==> config.mk <==
export PLATFORM = sky130hd
export DESIGN_NAME = scl_clkgen
export DESIGN_NICKNAME = d
export VERILOG_FILES = /design/src/rtl/scl_pkg.sv /design/src/rtl/scl_phase_len.sv /design/src/rtl/scl_rise_wait.sv /design/src/rtl/scl_phase_ctrl.sv /design/src/rtl/scl_clkgen.sv
export SDC_FILE = /design/constraint.sdc
export NUM_CORES = 1
export LEC_CHECK = 0
export ABC_CLOCK_PERIOD_IN_PS = 10600
export BUFFER_PORTS_ARGS = -buffer_cell sky130_fd_sc_hd__buf_2
export CELL_PAD_IN_SITES_DETAIL_PLACEMENT = 0
export CELL_PAD_IN_SITES_GLOBAL_PLACEMENT = 1
export CORE_MARGIN = 2
export CORE_UTILIZATION = 30
export CTS_CLUSTER_SIZE = 30
export DETAILED_ROUTE_END_ITERATION = 8
export PLACE_DENSITY = 0.63
export SLEW_MARGIN = 25
export SYNTH_ARGS = -nofsm -noshare
export SYNTH_HDL_FRONTEND = slang
export SYNTH_SLANG_ARGS = --single-unit
export TNS_END_PERCENT = 10
==> constraint.sdc <==
create_clock -name clk -period 10.6 [get_ports clk]
set_input_delay 2.12 -clock clk [delete_from_list [all_inputs] [get_ports clk]]
set_output_delay 2.12 -clock clk [all_outputs]
set_load 0.02 [all_outputs]
==> src/rtl/scl_pkg.sv <==
package scl_pkg;
  typedef enum logic [1:0] {
    PH_IDLE = 2'd0,
    PH_LOW  = 2'd1,
    PH_RISE = 2'd2,
    PH_HIGH = 2'd3
  } scl_phase_e;

  localparam int unsigned MIN_CNT_NORMAL = 4;
  localparam int unsigned MIN_CNT_FD     = 1;
endpackage

==> src/rtl/scl_phase_len.sv <==
module scl_phase_len #(
  parameter int CCR_W = 11,
  parameter int LEN_W = CCR_W + 4
) (
  input  logic             fast_mode,
  input  logic             duty_sel,
  input  logic [CCR_W-1:0] ccr,
  output logic [LEN_W-1:0] high_len,
  output logic [LEN_W-1:0] low_len
);
  import scl_pkg::*;

  logic             fd_mode;
  logic [CCR_W-1:0] min_cnt;
  logic [CCR_W-1:0] c_eff;
  logic [LEN_W-1:0] c_w;

  assign fd_mode = fast_mode & duty_sel;
  assign min_cnt = fd_mode ? CCR_W'(MIN_CNT_FD) : CCR_W'(MIN_CNT_NORMAL);
  assign c_eff   = (ccr < min_cnt) ? min_cnt : ccr;
  assign c_w     = LEN_W'(c_eff);

  always_comb begin
    if (!fast_mode) begin
      high_len = c_w;
      low_len  = c_w;
    end else if (!duty_sel) begin
      high_len = c_w;
      low_len  = c_w << 1;
    end else begin
      high_len = (c_w << 3) + c_w;
      low_len  = c_w << 4;
    end
  end
endmodule

==> src/rtl/scl_rise_wait.sv <==
module scl_rise_wait #(
  parameter int TR_W = 6
) (
  input  logic            clk,
  input  logic            rst_n,
  input  logic            active,
  input  logic [TR_W-1:0] trise,
  input  logic            scl_in,
  output logic            done
);
  logic [TR_W-1:0] rcnt;

  always_ff @(posedge clk) begin
    if (!rst_n || !active) begin
      rcnt <= '0;
    end else if (rcnt != {TR_W{1'b1}}) begin
      rcnt <= rcnt + 1'b1;
    end
  end

  assign done = active && (rcnt >= trise) && scl_in;
endmodule

==> src/rtl/scl_phase_ctrl.sv <==
module scl_phase_ctrl #(
  parameter int LEN_W = 15
) (
  input  logic             clk,
  input  logic             rst_n,
  input  logic             en,
  input  logic [LEN_W-1:0] high_len,
  input  logic [LEN_W-1:0] low_len,
  input  logic             rise_done,
  output logic             in_rise,
  output logic             drive_low,
  output logic             rise_stb,
  output logic             fall_stb
);
  import scl_pkg::*;

  scl_phase_e       st;
  logic [LEN_W-1:0] cnt;
  logic             low_last;
  logic             high_last;

  assign low_last  = cnt >= (low_len - LEN_W'(1));
  assign high_last = cnt >= (high_len - LEN_W'(1));

  always_ff @(posedge clk) begin
    if (!rst_n || !en) begin
      st       <= PH_IDLE;
      cnt      <= '0;
      rise_stb <= 1'b0;
      fall_stb <= 1'b0;
    end else begin
      rise_stb <= 1'b0;
      fall_stb <= 1'b0;
      unique case (st)
        PH_IDLE: begin
          st       <= PH_LOW;
          cnt      <= '0;
          fall_stb <= 1'b1;
        end
        PH_LOW: begin
          if (low_last) begin
            st  <= PH_RISE;
            cnt <= '0;
          end else begin
            cnt <= cnt + 1'b1;
          end
        end
        PH_RISE: begin
          if (rise_done) begin
            st       <= PH_HIGH;
            cnt      <= '0;
            rise_stb <= 1'b1;
          end
        end
        PH_HIGH: begin
          if (high_last) begin
            st       <= PH_LOW;
            cnt      <= '0;
            fall_stb <= 1'b1;
          end else begin
            cnt <= cnt + 1'b1;
          end
        end
        default: st <= PH_IDLE;
      endcase
    end
  end

  assign in_rise   = (st == PH_RISE);
  assign drive_low = (st == PH_LOW);
endmodule

==> src/rtl/scl_clkgen.sv <==
module scl_clkgen #(
  parameter int CCR_W = 11,
  parameter int TR_W  = 6
) (
  input  logic             clk,
  input  logic             rst_n,
  input  logic             en,
  input  logic             fast_mode,
  input  logic             duty_sel,
  input  logic [CCR_W-1:0] ccr,
  input  logic [TR_W-1:0]  trise,
  input  logic             scl_in,
  output logic             scl_drive_low,
  output logic             rise_stb,
  output logic             fall_stb
);
  localparam int LEN_W = CCR_W + 4;

  logic [LEN_W-1:0] high_len;
  logic [LEN_W-1:0] low_len;
  logic             in_rise;
  logic             rise_done;

  scl_phase_len #(.CCR_W(CCR_W), .LEN_W(LEN_W)) i_len (
    .fast_mode (fast_mode),
    .duty_sel  (duty_sel),
    .ccr       (ccr),
    .high_len  (high_len),
    .low_len   (low_len)
  );

  scl_rise_wait #(.TR_W(TR_W)) i_rise (
    .clk    (clk),
    .rst_n  (rst_n),
    .active (in_rise),
    .trise  (trise),
    .scl_in (scl_in),
    .done   (rise_done)
  );

  scl_phase_ctrl #(.LEN_W(LEN_W)) i_ctrl (
    .clk       (clk),
    .rst_n     (rst_n),
    .en        (en),
    .high_len  (high_len),
    .low_len   (low_len),
    .rise_done (rise_done),
    .in_rise   (in_rise),
    .drive_low (scl_drive_low),
    .rise_stb  (rise_stb),
    .fall_stb  (fall_stb)
  );
endmodule

---- Word-level counts from Yosys, hierarchy flattened ----
Cells that the tools add are included.
cells by class
  add/sub/neg operators ................... 5
  multipliers ............................. 0
  divide/modulo/power cells ............... 0
  $lt $le $gt $ge ......................... 4
  equal/unequal tests ..................... 7
  shifts and indexed selects .............. 0
  multiplexer cells ....................... 17
  bitwise logic cells ..................... 2
  reduce and logical (&&, ||, !) cells .... 10
operator list
  cell                                                   count
  2-to-1 mux 15 bit                                      7
  case mux 15 bit (4 select lines)                       1
  greater-or-equal comparator 15 bit                     2
  subtractor 15 x 1 -> 15 bit, second input constant     2
  adder 14 x 11 -> 15 bit                                1
  adder 15 x 1 -> 15 bit, second input constant          1
  less-than comparator 11 bit                            1
  2-to-1 mux 11 bit                                      1
  case mux 2 bit (4 select lines)                        1
  adder 6 x 1 -> 6 bit, second input constant            1
  greater-or-equal comparator 6 bit                      1
  2-to-1 mux 2 bit                                       3
  inequality test 2 x 1 -> 1 bit, second input constant  3
  inequality test 6 bit, second input constant           1
  equality test 2 bit, second input constant             2
  zero test 1 bit                                        3
  2-to-1 mux 3 bit                                       1
  AND reduction 3 bit                                    1
  equality test 2 x 1 -> 1 bit, second input constant    1
  logical AND 1 bit                                      2
  zero test 2 bit                                        1
  logical OR 1 bit                                       2
  2-to-1 mux 1 bit                                       2
  case mux 1 bit (2 select lines)                        1
  other kinds (3)                                        3
storage, ports and cells
  register bits ........................... 25
  latch bits .............................. 0
  bits in writable memories ............... 0
  ROM bits ................................ 0
  input port bits ......................... 23
  word-level logic and storage cells ...... 50
  memories kept ........................... 0

---- Longest topological paths before layout ----
Gate-level depths: netlist (run 1).
  depth in word-level cells ............... 11
  mapped depth ............................ 30
  gate-level depth less buffers ........... 25

---- Hierarchy ----
A second synthesis (run 1) with hierarchy kept.
second synthesis, totals
  cell total of the unflattened synthesis .. 437
  area, all modules ....................... 3358.2 µm²
modules (own cells, without submodules)
  module          instances  cells each  area each (µm²)
  scl_phase_ctrl  1          251         2057.0
  scl_phase_len   1          135         874.6
  scl_rise_wait   1          51          426.7

---- Worst setup path before layout (run 1) ----
OpenSTA, ideal clock, no wires.
  path kind ............................... input to register
  start ................................... input duty_sel
  end ..................................... register i_ctrl.cnt[0]
  arrival ................................. 8.087 ns
  data required time ...................... 10.463 ns
  setup slack ............................. 2.376 ns
  stages .................................. 26
  path buffers ............................ 4
  path through ............................ clkbuf_1 > nand2_1 > inv_1 > clkbuf_1 > clkbuf_1 > ha_1 > or4_1 > buf_2 > nand2_1 > mux2i_1 > ha_1 > a21o_1 > a21o_1 > o31a_1 > a2111oi_1 > o311ai_4 > nor4b_4 > nor3b_1 > a41oi_1 > ha_1 > nand3_1 > a211o_1 > a41o_1 > a22o_1 > o21ai_1 > nor2_1
on the way
  longest elaborated chain between the ends .. 11
RTL lines
  element                             line                  source
  from (decl)                         scl_clkgen.sv:9       input logic duty_sel,
  bitwise AND 1 bit                   scl_phase_len.sv:18   assign fd_mode = fast_mode & duty_sel;
  2-to-1 mux 3 bit                    scl_phase_len.sv:19   assign min_cnt = fd_mode ? CCR_W'(MIN_CNT_FD) : CCR_W'(MIN_CNT_NORMAL);
  less-than comparator 11 bit         scl_phase_len.sv:20   assign c_eff = (ccr < min_cnt) ? min_cnt : ccr;
  2-to-1 mux 11 bit                   scl_phase_len.sv:20
  adder 14 x 11 -> 15 bit             scl_phase_len.sv:31   high_len = (c_w << 3) + c_w;
  2-to-1 mux 15 bit                   scl_phase_len.sv:27   end else if (!duty_sel) begin
  2-to-1 mux 15 bit                   scl_phase_len.sv:24   if (!fast_mode) begin
  subtractor 15 x 1 -> 15 bit         scl_phase_ctrl.sv:23  assign high_last = cnt >= (high_len - LEN_W'(1));
  greater-or-equal comparator 15 bit  scl_phase_ctrl.sv:23
  2-to-1 mux 15 bit                   scl_phase_ctrl.sv:56  if (high_last) begin
  case mux 15 bit (4 select lines) *  scl_phase_ctrl.sv:34  unique case (st)
  to (signal assigned)                scl_phase_ctrl.sv:45  cnt <= cnt + 1'b1;
  to (signal assigned)                scl_phase_ctrl.sv:61  cnt <= cnt + 1'b1;
  to (decl)                           scl_phase_ctrl.sv:18  logic [LEN_W-1:0] cnt;
Every way passes the cells marked *; elsewhere a longest branch is shown, timed or not.
A chain may end at the register's enable or synchronous reset.

---- Worst setup path in the final report (run 1) ----
  start ................................... input fast_mode
  end ..................................... register i_ctrl.cnt[10]
on the way
  longest elaborated chain between the ends .. 11
RTL lines
  element                             line                  source
  from (decl)                         scl_clkgen.sv:8       input logic fast_mode,
  bitwise AND 1 bit                   scl_phase_len.sv:18
  2-to-1 mux 3 bit                    scl_phase_len.sv:19
  less-than comparator 11 bit         scl_phase_len.sv:20
  2-to-1 mux 11 bit                   scl_phase_len.sv:20
  adder 14 x 11 -> 15 bit             scl_phase_len.sv:31
  2-to-1 mux 15 bit                   scl_phase_len.sv:27
  2-to-1 mux 15 bit                   scl_phase_len.sv:24
  subtractor 15 x 1 -> 15 bit         scl_phase_ctrl.sv:23
  greater-or-equal comparator 15 bit  scl_phase_ctrl.sv:23
  2-to-1 mux 15 bit                   scl_phase_ctrl.sv:56
  case mux 15 bit (4 select lines) *  scl_phase_ctrl.sv:34
Marks and branches as above.

==> results.tsv, run 1 <==
metric	value	unit
dp.cells	693	
r2r_end	i_ctrl.cnt[10]	
num-nets-final	597	
max_freq	110.0	MHz
cp_slowest_stage_delay	0.69	ns
r2r_start	i_rise.rcnt[0]	
end_kind	flop	
r2r_cells	10	
postRouteAntennaNets	0	
grt.met2_usage	29.04	%
grt_use_met3	0.6179	%
outcome	finished, final reports clean	
hold_class	flop to flop	
syn_area	3847	um^2
overflow	0	
cts_setup_buffers	0	
async_flop_share	0	%
slowest_stage	or4_1	
synth_cells	528	
drive_gt1_share	8.000	%
dp_hpwl	8462	um
worst_setup_path_start_kind	input pin	
powerDensity	71.61	nW/um^2
antenna_found_initial	0	
fill_cells	1372	
clk_pin_slew	0.07	ns
seq_area_frac_synth	13.01	%
postSynthAreaPerCell	7.287	um^2
slew_headroom	43.76	%
initial_core_util	30.61	%
h-tree-depth	1	
hold_path.startpoint	i_ctrl.st[1]	
cts_resized	0	
cts_buffers	3	
n_antenna_cell	0	
hold_depth	2	
cts_hold_buf	0	
wl_per_cell	15.68	um
io_pins	26	
path_class	input pin to flop	
crit_path_cell_trace	buf_2 -> nand2_1 -> inv_1 -> ha_1 -> or4_1 -> nand2_1 -> mux2i_1 -> ha_1 -> a21o_1 -> a21o_1 -> o31a_1 -> a2111oi_1 -> o311ai_4 -> nor4b_4 -> nor3b_1 -> a41oi_1 -> ha_1 -> nand3_1 -> a211o_1 -> a41o_1 -> a22o_1 -> o21ai_1 -> nor2_1	
grt_usage	16.39	%
arrival	9.21	ns
skew	0.006412	ns
required	10.72	ns
synth_seq_cells	25	
grt_max_degree	28	
finalSetupViolCount	0	
cts_root_buffer	clkbuf_16	
stdcell_area	4146	um^2
synthesis.nets	599	
cp_max_fo	27	
peakVddDrop	0.05353	mV
die_w	117.2	um
maxCapViolCount	0	
fin_setup_tns	0	ns
rows	41	
die_area	13750	um^2
drt_iter0_markers	251	
met1_usage	21.74	%
place.port_buffers	25	
synth_cell_type_count	69	
clock_sinks	25	
place.gp.congestion	0.8265	
yosys_warnings	0	
gr-max-usage-layer	met2	
placed_area	4066	um^2
core-area	12570	um^2
final_cell_count_no_fill	697	
hold-worst-slack	0.5241	ns
via_per_inst	5.440	
first_global_vias	3563	
p_leak	1.664	nW
clock_latency	0.26	ns
vias	3792	
rsz0062_at_grt	false	
drc	0	
hold_viol	0	
setup_slack	1.510	ns
cts_tree	yes	
die_height	117.2	um
hold_end	i_ctrl.st[1]	
area_growth	7.772	%
drv_slew	0	
synth-edff-count	0	
crit_top_cell	ha_1	
ff2ff_setup_slack	7.45	ns
drt-total-wl	10930	um
min_period_over_period	85.76	%
clock_path_buffers	2	
pre_cts_slack	1.292	ns
drt_first_pass_iters	5	
worstMarginPinSlew	0.8437	ns
grt_pass1_wl	18090	um
final.min_clock_period	9.090	ns
synthFlopType	dfxtp_1	
how the worst max path moves through the flow:
stage	start	end	slack, ns	depth (start not counted)
after detailed placement	fast_mode	i_ctrl.cnt[10]	1.29	23
after CTS	fast_mode	i_ctrl.cnt[10]	1.52	23
after global placement	fast_mode	i_ctrl.cnt[13]	1.45	23
after floorplan	duty_sel	i_ctrl.cnt[0]	2.38	26
final	fast_mode	i_ctrl.cnt[10]	1.51	23
after global routing	fast_mode	i_ctrl.cnt[11]	1.03	23
worst max-delay path, delay by kind of cell:
family	cells	cell delay [ns]
muxes	1	0.10
and+or+nand+nor	7	2.04
AOI/OAI and AO/OA	10	2.96
buffers and inverters	2	1.01
adders and majority gates	3	0.97
layout by cell type, fill, tap and decap left out, types with 10 or more instances in the layout:
cell type | synthesis | final
a21oi_1 | 30 | 30
a31oi_1 | 11 | 11
a21o_1 | 13 | 13
o21ai_0 | 25 | 25
nor3_1 | 18 | 18
ha_1 | 48 | 48
nor2_1 | 45 | 45
inv_1 | 23 | 23
nand3_1 | 21 | 21
buf_2 | 1 | 25
o211ai_1 | 10 | 10
nand2_1 | 60 | 60
dfxtp_1 | 25 | 25
xnor2_1 | 33 | 33
metal layers:
metal	vias up	wire (um)
met5	-	0
met4	0	259
met3	21	424
met2	95	5209
met1	1745	5032
li1	1931	-
layout make-up:
type / count / area [um^2] / share of cell area, %
clock buffers: 3 / 75.07 / 1.810
clock inverters: 1 / 5.005 / 0.1207
inverters: 25 / 93.84 / 2.263
multi-input cells: 446 / 3132 / 75.53
flip-flops and latches: 25 / 500.5 / 12.07
well taps: 172 / 215.2 / 5.190
repair buffers: 25 / 125.1 / 3.017
power breakdown:
group          switching (mW)  total (mW)  internal [mW]
Clock                  0.0333      0.0841         0.0508
Sequential           0.000679      0.0955         0.0948
Combinational          0.0732       0.117         0.0442
logic make-up after synthesis:
group | after synthesis | share of synthesized area, %
simple gates | 204 | 27.42
compound gates | 145 | 26.86
flops | 25 | 13.01
fa+ha+maj | 50 | 16.13
xor+xnor | 39 | 8.878
mux | 8 | 2.114
buf+inv | 57 | 5.593
stage by stage:
stage	power [mW]	utilization (%)
3_3_place_gp	0.2137	32.35
4_1_cts	0.2984	32.99
5_1_grt	0.3172	32.99
2_1_floorplan	0.1868	-
6_report	0.2969	32.99
3_5_place_dp	0.2143	32.35
state kept, by name, summed over array words and instances, names as in the netlist:
register	flops
i_ctrl.cnt	15
i_rise.rcnt	6
i_ctrl.st	2
i_ctrl.fall_stb	1
i_ctrl.rise_stb	1
Yosys cell counts, drive strengths merged, types with 4 or more instances:
cell     n  area share [%]
xor2     6             1.4
ha      48              16
a21oi   30             3.9
xnor2   33             7.5
and3     7             1.1
nor2    45             4.4
nand2b   6            0.98
nor4     4            0.65
a32oi    4             1.4
a21o    13             2.5
nor3b    5            0.98
o21ai   31             4.0
inv     25             2.4
clkbuf  29             2.8
mux2i    7             1.8
nand2   60             5.9
o21a     4            0.78
nand4    6            0.98
o22ai    4            0.65
nor2b    9             1.5
o31ai    6             1.5
dfxtp   25              13
o211ai  10             2.0
nand3   21             2.7
nor3    18             2.3
a31oi   11             1.8
a211oi   4            0.78
No activity file was read; power rests on OpenSTA's default activity.
==> run 2, diff against run 1 <==
Settings changed: CORE_ASPECT_RATIO set to 1.5, REMOVE_ABC_BUFFERS set to 1.
==> results.tsv, run 2 (same netlist as run 1, synthesis figures left out) <==
metric	value	unit	change
outcome	finished, final reports clean		
drive_gt1_share	8.175	%	+0.17 points
dp.cells	678		-2.2%
io_pins	26		unchanged
cts_root_buffer	clkbuf_16		
fill_cells	1385		+0.95%
worstMarginPinSlew	0.8633	ns	+0.01969 ns
rsz0062_at_grt	false		
layout_common_cells	60 x nand2_1, 48 x ha_1, 45 x nor2_1		
cp-startpoint	fast_mode		
grt_pass1_wl	18450	um	+2.0%
cp_max_fo	27		unchanged
drc	0		unchanged
area_growth	7.447	%	
drv_slew	0		unchanged
final_cell_count_no_fill	682		-2.2%
drt_first_pass_iters	4		-1
clk_pin_slew	0.06	ns	about the same
overflow	0		unchanged
cts_setup_buffers	0		unchanged
max_freq	115.6	MHz	+5.1%
clock_path_buffers	2		unchanged
antenna_found_initial	0		unchanged
dp_hpwl	8813	um	+4.1%
clock_sinks	25		unchanged
layout_commonest_cell	nand2_1		
n_antenna_cell	0		unchanged
place.port_buffers	25		unchanged
grt_max_degree	28		unchanged
hold_class	flop to flop		
seq_area	500.5	um^2	unchanged
regMostFlops	i_ctrl.cnt		
r2r_end	i_ctrl.cnt[0]		
hold_end	i_ctrl.st[1]		
ff2ff_setup_slack	7.46	ns	about the same
fin_setup_tns	0	ns	unchanged
final.min_clock_period	8.653	ns	-0.4374 ns
end_kind	flop		
hold_depth	2		unchanged
wl_per_cell	16.15	um	+3.0%
rows	50		+22%
hold-worst-slack	0.5209	ns	-0.003218 ns
worst_setup_path_start_kind	input pin		
hold_path.startpoint	i_ctrl.st[1]		
top_regs	i_ctrl.cnt (15), i_rise.rcnt (6), i_ctrl.st (2)		
cts_tree	yes		
vias	3819		+0.71%
drt-total-wl	11010	um	+0.80%
clock_latency	0.26	ns	about the same
die_height	142.7	um	+22%
powerDensity	71.56	nW/um^2	about the same
finalSetupViolCount	0		unchanged
multi_input_area	3132	um^2	unchanged
r2r_cells	10		unchanged
initial_core_util	30.75	%	+0.14 points
required	10.72	ns	about the same
die_w	96.47	um	-18%
path_class	input pin to flop		
drt_iter0_markers	129		-49%
arrival	8.77	ns	-0.44 ns
largest_reg_flops	15		unchanged
p_leak	1.669	nW	+0.31%
skew	0.003901	ns	-0.002511 ns
grt_usage	16.74	%	+0.35 points
h-tree-depth	1		unchanged
num-nets-final	598		+0.17%
maxCapViolCount	0		unchanged
peakVddDrop	0.06744	mV	+26%
cts_buffers	3		unchanged
post-route-util	33.04	%	+0.049 points
cts_hold_buf	0		unchanged
postRouteAntennaNets	0		unchanged
place.gp.congestion	0.8652		+4.7%
slew_headroom	42.44	%	-1.3 points
r2r_start	i_rise.rcnt[0]		
hold_viol	0		unchanged
min_period_over_period	81.63	%	-4.1 points
cts_resized	0		unchanged
die_area	13770	um^2	+0.14%
first_global_vias	3767		+5.7%
core-area	12510	um^2	-0.45%
via_per_inst	5.600		+2.9%
-- run 2: cell types whose count changed in the layout (fill, tap and decap cells not counted) --
cell | previous run | this run
buf_4 | 0 | 1
-- run 2: layer usage --
layer  global-route usage [%]  routed length, um  vias up
met5                        0                  0        -
met4                    6.301                414        0
met3                   0.4222                232       20
met2                    31.83               5837       74
met1                    19.28               4529     1800
li1                         -                  -     1925
-- run 2: final cells by class --
type                    count  share of cell area, %
clock inverters             1                 0.1211
inverters                  25                  2.270
repair buffers             26                  3.208
multi-input cells         446                  75.76
well taps                 156                  4.722
clock buffers               3                  1.816
flip-flops and latches     25                  12.11
-- run 2: worst max-delay path by stage --
stage | endpoint | cells after the start | slack, ns
final | i_ctrl.cnt[0] | 24 | 1.95
after global routing | i_ctrl.cnt[0] | 24 | 1.31
after CTS | i_ctrl.cnt[4] | 24 | 1.94
after detailed placement | i_ctrl.cnt[0] | 24 | 1.68
after global placement | i_ctrl.cnt[13] | 24 | 1.91
after floorplan | i_ctrl.cnt[0] | 23 | 2.62
-- run 2: metrics by stage --
step	total power, mW	setup slack, ns	cell area (um^2)
detailed placement	0.2152	1.679	4054
floorplan	0.1772	2.624	3726
CTS	0.2990	1.944	4134
finish	0.2958	1.947	4134
global placement	0.2139	1.911	4054
global route	0.3172	1.310	4134
-- run 2: worst max-delay path: stages --
cell and delay (ns):
buf_2 0.25, nand2_1 0.40, inv_1 0.12, ha_1 0.19, or3_1 0.45, or4_1 0.58, nand2_1 0.21, mux2i_1 0.10
ha_1 0.20, a21o_1 0.21, a21o_1 0.19, o31a_1 0.15, a2111oi_1 0.74, o311ai_4 0.24, nor4b_4 0.34, nor3b_1 0.23
a41oi_1 0.08, ha_1 0.33, nand3_1 0.09, a211o_1 0.27, a41o_1 0.22, a22o_1 0.32, o21ai_1 0.61, nor2_1 0.12
-- run 2: power breakdown --
part	internal, mW	leakage, nW	switching [mW]
clock network	0.0508	0.0409	0.0324
logic	0.0444	1.43	0.0727
registers	0.0948	0.202	0.000752
total	0.190	1.67	0.106
